[src/rtl/proc_sig_stack.sv]
timeunit 1ns;
timeprecision 1ps;

module proc_sig_stack #(
  parameter int SIG_W = 24,
  parameter int DEPTH = 16
) (
  input  logic             clk,
  input  logic             rst_n,
  input  logic             sig_valid,
  input  logic [1:0]       sig_kind,
  input  logic [SIG_W-1:0] sig_data,
  input  logic [SIG_W-1:0] ref_cur,
  input  logic             succ_ok,
  input  logic             ckpt_req,
  input  logic             rollback_req,
  output logic             ref_load,
  output logic [SIG_W-1:0] ref_next,
  output logic             ovf_err,
  output logic             unf_err,
  output logic             seq_err
);
  localparam int PTR_W = $clog2(DEPTH + 1);
  localparam int IDX_W = (DEPTH > 1) ? $clog2(DEPTH) : 1;
  localparam logic [1:0] K_ENTRY = 2'b01;
  localparam logic [1:0] K_EXIT  = 2'b10;

  logic [SIG_W-1:0] stk [DEPTH];
  logic [SIG_W-1:0] shd [DEPTH];
  logic [PTR_W-1:0] sp, shd_sp;

  wire take     = sig_valid && !rollback_req;
  wire is_entry = take && (sig_kind == K_ENTRY);
  wire is_exit  = take && (sig_kind == K_EXIT);
  wire full     = (sp == PTR_W'(DEPTH));
  wire empty    = (sp == '0);
  wire do_push  = is_entry && !full;
  wire do_pop   = is_exit && succ_ok && !empty;
  wire snap     = ckpt_req && !rollback_req;

  wire [IDX_W-1:0]  wr_idx = IDX_W'(sp);
  wire [IDX_W-1:0]  rd_idx = IDX_W'(sp - 1'b1);
  wire [SIG_W-1:0]  top    = stk[rd_idx];

  always_ff @(posedge clk) begin
    if (rollback_req) begin
      stk <= shd;
    end else begin
      if (snap)    shd <= stk;
      if (do_push) stk[wr_idx] <= ref_cur;
    end
  end

  always_ff @(posedge clk) begin
    if (!rst_n) begin
      sp       <= '0;
      shd_sp   <= '0;
      ref_load <= 1'b0;
      ref_next <= '0;
      ovf_err  <= 1'b0;
      unf_err  <= 1'b0;
      seq_err  <= 1'b0;
    end else begin
      ref_load <= do_push || do_pop;
      if (do_push)     ref_next <= sig_data;
      else if (do_pop) ref_next <= top;
      ovf_err  <= is_entry && full;
      unf_err  <= is_exit && succ_ok && empty;
      seq_err  <= is_exit && !succ_ok;
      if (rollback_req) begin
        sp <= shd_sp;
      end else begin
        if (snap)        shd_sp <= sp;
        if (do_push)     sp <= sp + 1'b1;
        else if (do_pop) sp <= sp - 1'b1;
      end
    end
  end

  assert_depth_bound_R3: assert property (@(posedge clk) disable iff (!rst_n)
    sp <= PTR_W'(DEPTH));

  assert_one_event_R10: assert property (@(posedge clk) disable iff (!rst_n)
    $onehot0({ref_load, ovf_err, unf_err, seq_err}));

  assert_entry_load_R2: assert property (@(posedge clk) disable iff (!rst_n)
    do_push |=> ref_load && (ref_next == $past(sig_data)));

  assert_no_overflow_R3: assert property (@(posedge clk) disable iff (!rst_n)
    (is_entry && full) |=> ovf_err && $stable(sp));

  assert_exit_pop_R4: assert property (@(posedge clk) disable iff (!rst_n)
    do_pop |=> ref_load && (sp == $past(sp) - 1'b1));

  assert_bad_exit_R5: assert property (@(posedge clk) disable iff (!rst_n)
    (is_exit && !succ_ok) |=> seq_err && !ref_load && $stable(sp));

  assert_no_underflow_R6: assert property (@(posedge clk) disable iff (!rst_n)
    (is_exit && succ_ok && empty) |=> unf_err && (sp == '0));

  assert_rollback_R9: assert property (@(posedge clk) disable iff (!rst_n)
    rollback_req |=> (sp == $past(shd_sp)) && !ref_load && $stable(shd_sp));
endmodule

[config.mk]
export PLATFORM = sky130hd
export DESIGN_NAME = proc_sig_stack
export DESIGN_NICKNAME = d
export VERILOG_FILES = /design/src/rtl/proc_sig_stack.sv
export SDC_FILE = /design/constraint.sdc
export NUM_CORES = 1
export LEC_CHECK = 0
export BUFFER_PORTS_ARGS = -buffer_cell sky130_fd_sc_hd__buf_2
export CORE_MARGIN = 4
export CORE_UTILIZATION = 50
export CTS_CLUSTER_DIAMETER = 120
export CTS_CLUSTER_SIZE = 20
export DETAILED_ROUTE_END_ITERATION = 16
export GPL_TIMING_DRIVEN = 1
export MAX_ROUTING_LAYER = met4
export PLACE_DENSITY = 0.7
export SLEW_MARGIN = 30
export SYNTH_ARGS = -nofsm -noshare
export SYNTH_HDL_FRONTEND = slang
export SYNTH_SLANG_ARGS = --single-unit
[constraint.sdc]
create_clock -name clk -period 17.9 [get_ports clk]
set_input_delay 0 -clock clk [delete_from_list [all_inputs] [get_ports clk]]
set_output_delay 0 -clock clk [all_outputs]
set_load 0.05 [all_outputs]
After elaboration in Yosys (flattened, before gate mapping)
Cells that the tools add are included.
W data, S select, Z words.
{"block": "word_totals", "ff_bits": 806, "latchBits": 0, "ramBits": 0, "rom_bits": 0, "n_memories": 0}
{"block": "classes", "n_addsub": 2, "n_mul": 0, "n_div": 0, "n_lt_le_gt_ge": 3, "eq_ne": 3, "shifts": 0, "mux": 13, "n_bitwise": 3, "n_reduce_logical": 21}
{"op": "$mux W384", "n": 2}
{"op": "$bwmux W384", "n": 1}
{"op": "$mux W24", "n": 5}
{"op": "$bmux W24 S4", "n": 1}
{"op": "$demux W24 S4", "n": 1}
{"op": "$mux W5", "n": 3}
{"op": "$logic_and A1 B1 Y1", "n": 11}
{"op": "$ge A5 B5 Y1 const B", "n": 2}
{"op": "$not A4 Y5", "n": 2}
{"op": "$add A5 B1 Y5 const B", "n": 1}
{"op": "$eq A5 B5 Y1 const B", "n": 1}
{"op": "$logic_not A5 Y1", "n": 1}
{"op": "$lt A5 B1 Y1 const B", "n": 1}
{"op": "$sub A5 B1 Y5 const B", "n": 1}
{"op": "$logic_not A1 Y1", "n": 4}
{"op": "$reduce_bool A2 Y1", "n": 2}
{"op": "$reduce_bool A3 Y1", "n": 1}
{"op": "$eq A2 B1 Y1 const B", "n": 1}
{"op": "$eq A2 B2 Y1 const B", "n": 1}
{"op": "$reduce_and A2 Y1", "n": 1}
{"op": "$logic_or A1 B1 Y1", "n": 1}
{"op": "$not A1 Y1", "n": 1}

Longest topological paths before layout
{"block": "depth", "word_depth": 8, "mapped_depth": 13, "mapped_depth_nobuf": 7}

Worst setup path after synthesis
No wires, ideal clock.
{"block": "synth_timing", "path_kind": "input -> register", "start": "input rollback_req", "end": "register shd_sp[0]", "t_arrival_ns": 11.678, "setup_slack_ns": 6.071, "cell_stages": 5, "path_buffers": 2, "cell_sequence": "clkbuf_1 > nor2b_1 > clkbuf_1 > mux2i_1 > nor2_1"}
{"block": "synth_between", "elab_chain_len": 3, "elab_cells_between_ends": 4, "cone_classes": "bitwise: 1; reduce/logical: 3"}
{"item": "start, declared", "line": "16", "rtl": "input logic rollback_req,"}
{"item": "$logic_not A1 Y1", "line": "39", "rtl": "wire snap = ckpt_req && !rollback_req;"}
{"item": "$logic_and A1 B1 Y1", "line": "39"}
{"item": "$reduce_and A2 Y1 (no line) (*)"}
{"item": "end signal, assigned", "line": "73", "rtl": "if (snap) shd_sp <= sp;"}
{"item": "end, declared", "line": "30", "rtl": "logic [PTR_W-1:0] sp, shd_sp;"}
Mark *: on every way between the ends. The rest lies on a longest branch, timed or not.
A chain may end at the register's enable or synchronous reset.

Worst setup path in the final report
{"block": "layout_timing", "start": "register sp[0]", "end": "register ref_next[12]"}
{"block": "layout_between", "elab_chain_len": 7, "elab_cells_between_ends": 14, "cone_classes": "add/sub: 1; eq/ne: 1; mux: 5; bitwise: 1; reduce/logical: 6"}
{"item": "start, declared", "line": "30"}
{"item": "start signal, assigned", "line": "71", "rtl": "sp <= shd_sp;"}
{"item": "start signal, assigned", "line": "74", "rtl": "if (do_push) sp <= sp + 1'b1;"}
{"item": "start signal, assigned", "line": "75", "rtl": "else if (do_pop) sp <= sp - 1'b1;"}
{"item": "$sub A5 B1 Y5"}
{"item": "$not A4 Y5 (not written as such)", "line": "43", "rtl": "wire [SIG_W-1:0] top = stk[rd_idx];"}
{"item": "$bmux W24 S4", "line": "43"}
{"item": "$mux W24 (not written as such) (2 in a row)", "line": "43"}
{"item": "$mux W24", "line": "66", "rtl": "else if (do_pop) ref_next <= top;"}
{"item": "$mux W24", "line": "65", "rtl": "if (do_push) ref_next <= sig_data;"}
{"item": "end signal, assigned", "line": "65"}
{"item": "end signal, assigned", "line": "66"}
{"item": "end, declared", "line": "18", "rtl": "output logic [SIG_W-1:0] ref_next,"}
Parallel ways exist; a longest one is shown, timed or not. The select of a mux whose other input is x is not followed.

==> run summary <==
Crit end category - register
Crit path cell chain - inv_2 -> ha_4 -> buf_4 -> mux4_2 -> nand2_1 -> nand3_1 -> o21ai_1 -> a221oi_2
Syn-to-layout area delta - 9.54%
Top cells by area, synth - edfxtp_1 70%, o21ai_0 5.9%, nand2_1 5.2%
Worst-margin pin slew - 1.06 ns
Top-area cell type share of the netlist area - 0.702
WHS Path Cells - 3
Final wirelength - 90.9 mm
Final Setup Violations - 0
Initial antenna violation count - 3
Worst r2r path cells - 8
Syn_nets - 2295
RSZ-0062 raised after global routing - no
Critical R2R Launch - sp[0]$_SDFFE_PN0P_
Synth warn - 0
CTS tree - done
Initial Util - 0.508
R2r endpoint - ref_next[12]$_SDFFE_PN0P_
Pleak - 12.2 nW
Adder-cell share of the synthesized area - 0.00191
Post-Synth Simple-Gate Area - 0.0698
Total number of vias - 20.8k
Number of distinct library cells after synthesis - 55
Slowest CP cell - buf_4
DRC errors left - 0
Register bit total from synthesis - 806
Layout cell share with drive strength beyond 1 - 0.140
R2r setup slk - 13.80 ns
Worst hold margin - -0.00817 ns
FP Rows - 93
Die Y - 264 um
Routed length per instance - 28.8 um
Number of global-route vias before repair - 20.3k
Mux contribution to synthesized area - 0.0795
Die W - 264 um
Commonest non-fill, non-tap cells in the layout - 768 x edfxtp_1, 447 x nand2_1, 387 x o21ai_0, 82 x buf_2, 62 x mux4_2
CP max FO - 51
Most common cell after layout, fill and taps aside - edfxtp_1
Core footprint - 64700 um2
Clk_lat worst skew - 0.62 ns
Outcome - finished with violations
GRT Util Overall - 0.261
Headroom to the max-slew limit - 0.288
Max Clock Skew - 0.0241 ns
Clock root buffer - clkbuf_16
TritonCTS Buffers - 46
Die Area - 69800 um2
Async SR Flop Fraction - 0
Post-layout minimum cycle time - 4.10 ns
Critical path's top delay family - buffers and inverters
Largest net degree at the start of global routing - 160
Req. time, crit path - 18.38 ns
Buf+Inv Stages, Crit Path - 2
Crit Path Category - reg -> reg
Register area share after synthesis - 0.725
Final antenna-violating net count - 0
CP max stage delay - 0.84 ns
Mapped Cells - 2234
Top_reg_cell synth - edfxtp_1
Max VDD drop - 67.2 uV
Post-Syn Area - 32800 um2
Number of synthesized flops with an enable pin - 768
HP Class - in -> reg
Nets - 2331
Clock slew at reported path FFs - 0.09 ns
Grt ovf - 0
Hold endpoint - stk[80]$_DFFE_PP_
Max-cap viol count - 0
Synth Area in XOR/XNOR - 0.00191
Fin crit share - 0.229
Hold Fails Final Rpt - 8
Area leader, netlist - edfxtp_1
HPWL Detailed - 51.1 mm
Longest Clk Path Bufs - 3
GP Congestion - 0.865
Overall power - 0.00356 W
Htree depth - 2
First-pass GRT wire length - 134 mm
Clk sink count - 806
Filler instances - 5108
Startpoint Class - register
Fmax - 244 MHz
Setup TNS - 0 ns
Main combinational cell family by area after synthesis - compound AO/OA/AOI/OAI gates
DR vias/cell - 6.58
Final Max Tran Viols - 0
First-pass DRT Iterations - 5
Cts repair resizes - 0
Ports - 84
P per Cell Area - 98.9 nW/um2
Cell count along the critical path - 8
Synth Area in Compound Gates - 0.0983
Arrival time worst endpoint - 4.59 ns
Failing checks - negative hold slack
Starting DRT DRC Count - 3411
Syn Area/Cell - 14.7 um2
Port bufs - 83
Worst hold path startpoint - rollback_req
-- worst register-to-register path: stages, from the launching register on --
cell and delay [ns]:
dfxtp_4 0.41, inv_2 0.73, ha_4 0.84, buf_4 0.84, mux4_2 0.50, nand2_1 0.11
nand3_1 0.19, o21ai_1 0.27, a221oi_2 0.09
-- worst max-delay path by stage --
stage                                   from                         to  slack (ns)
after global routing      sp[0]$_SDFFE_PN0P_   ref_next[3]$_SDFFE_PN0P_       13.78
final                     sp[0]$_SDFFE_PN0P_  ref_next[12]$_SDFFE_PN0P_       13.80
after detailed placement  sp[0]$_SDFFE_PN0P_   ref_next[4]$_SDFFE_PN0P_       13.76
after floorplan                 rollback_req     shd_sp[0]$_SDFFE_PN0P_        6.07
after CTS                 sp[0]$_SDFFE_PN0P_  ref_next[19]$_SDFFE_PN0P_       13.73
after global placement    sp[0]$_SDFFE_PN0P_   ref_next[0]$_SDFFE_PN0P_       13.48
-- routing by layer --
layer | vias to the layer above | share of wire | wire length (um) | global-route usage
met2 | 1517 | 0.46 | 41800 | 0.390
li1 | 8564 | - | - | -
met4 | 0 | 0.041 | 3730 | 0.0972
met1 | 10500 | 0.38 | 34900 | 0.362
met3 | 214 | 0.12 | 10500 | 0.0509
met5 | - | 0 | 0 | -
-- layout make-up --
cell class                 instances  area (um2)  area share
clock inverter                     1        16.3    0.000452
tap                              855        1070      0.0297
timing repair buffer             158        1220      0.0339
sequential                       806       23800       0.662
multi-input combinational       1254        8490       0.236
clock buffer                      77        1330      0.0370
antenna                            2        5.00    0.000139
inverter                           4        15.0    0.000417
-- power by group --
part / internal, W / leakage (nW) / total (W) / switching, W
registers: 0.00217 / 7.86 / 0.00221 / 0.0000412
clock network: 0.000512 / 0.644 / 0.00111 / 0.000599
logic: 0.0000771 / 3.66 / 0.000233 / 0.000156
-- repair_timing --
action / in CTS / in global routing
buffers inserted: 0 / 0
hold buffers: 27 / 0
hold endpoints to repair: 28 / 0
-- registers in the layout, indices dropped and copies added (netlist names) --
register / cells
shd: 384
ovf_err: 1
shd_sp: 5
seq_err: 1
ref_load: 1
sp: 5
ref_next: 24
unf_err: 1
stk: 384
-- cell families after synthesis --
group / Yosys count
muxes: 125
xor gates and xnor gates: 5
DFF: 806
and+or+nand+nor: 565
AOI/OAI and AO/OA: 554
buffers and inverters: 174
adders and majority gates: 5
-- synth_stat cells, types with 3 or more instances --
| library cell | n |
|---|---|
| a211oi_1 | 23 |
| a21oi_1 | 24 |
| a221oi_1 | 3 |
| a221oi_2 | 20 |
| buf_1 | 3 |
| buf_2 | 17 |
| buf_4 | 3 |
| buf_6 | 6 |
| clkbuf_1 | 137 |
| dfxtp_1 | 38 |
| edfxtp_1 | 768 |
| ha_1 | 5 |
| mux2_2 | 24 |
| mux2i_1 | 5 |
| mux4_1 | 34 |
| mux4_2 | 62 |
| nand2_1 | 457 |
| nand2b_1 | 24 |
| nand3_1 | 31 |
| nor2_1 | 35 |
| nor2b_1 | 3 |
| nor4_1 | 3 |
| o211ai_1 | 3 |
| o21ai_0 | 388 |
| o21ai_1 | 23 |
| o21bai_1 | 14 |
| o221ai_1 | 24 |
| o22ai_1 | 23 |
| xnor2_1 | 3 |
-- through the flow --
stage               worst slack, ns  area, um2   util  hold WS, ns  instances
finish                        13.80      36000  0.556     -0.00817       3157
CTS                           13.73      35900  0.555        0.140       3153
global placement              13.48      34100  0.527        0.278       3043
global route                  13.78      36000  0.556       0.0199       3156
floorplan                      6.07      32800      -       0.0723       2234
detailed placement            13.76      34300  0.530        0.291       3048
(Power assumes the default switching activity.)
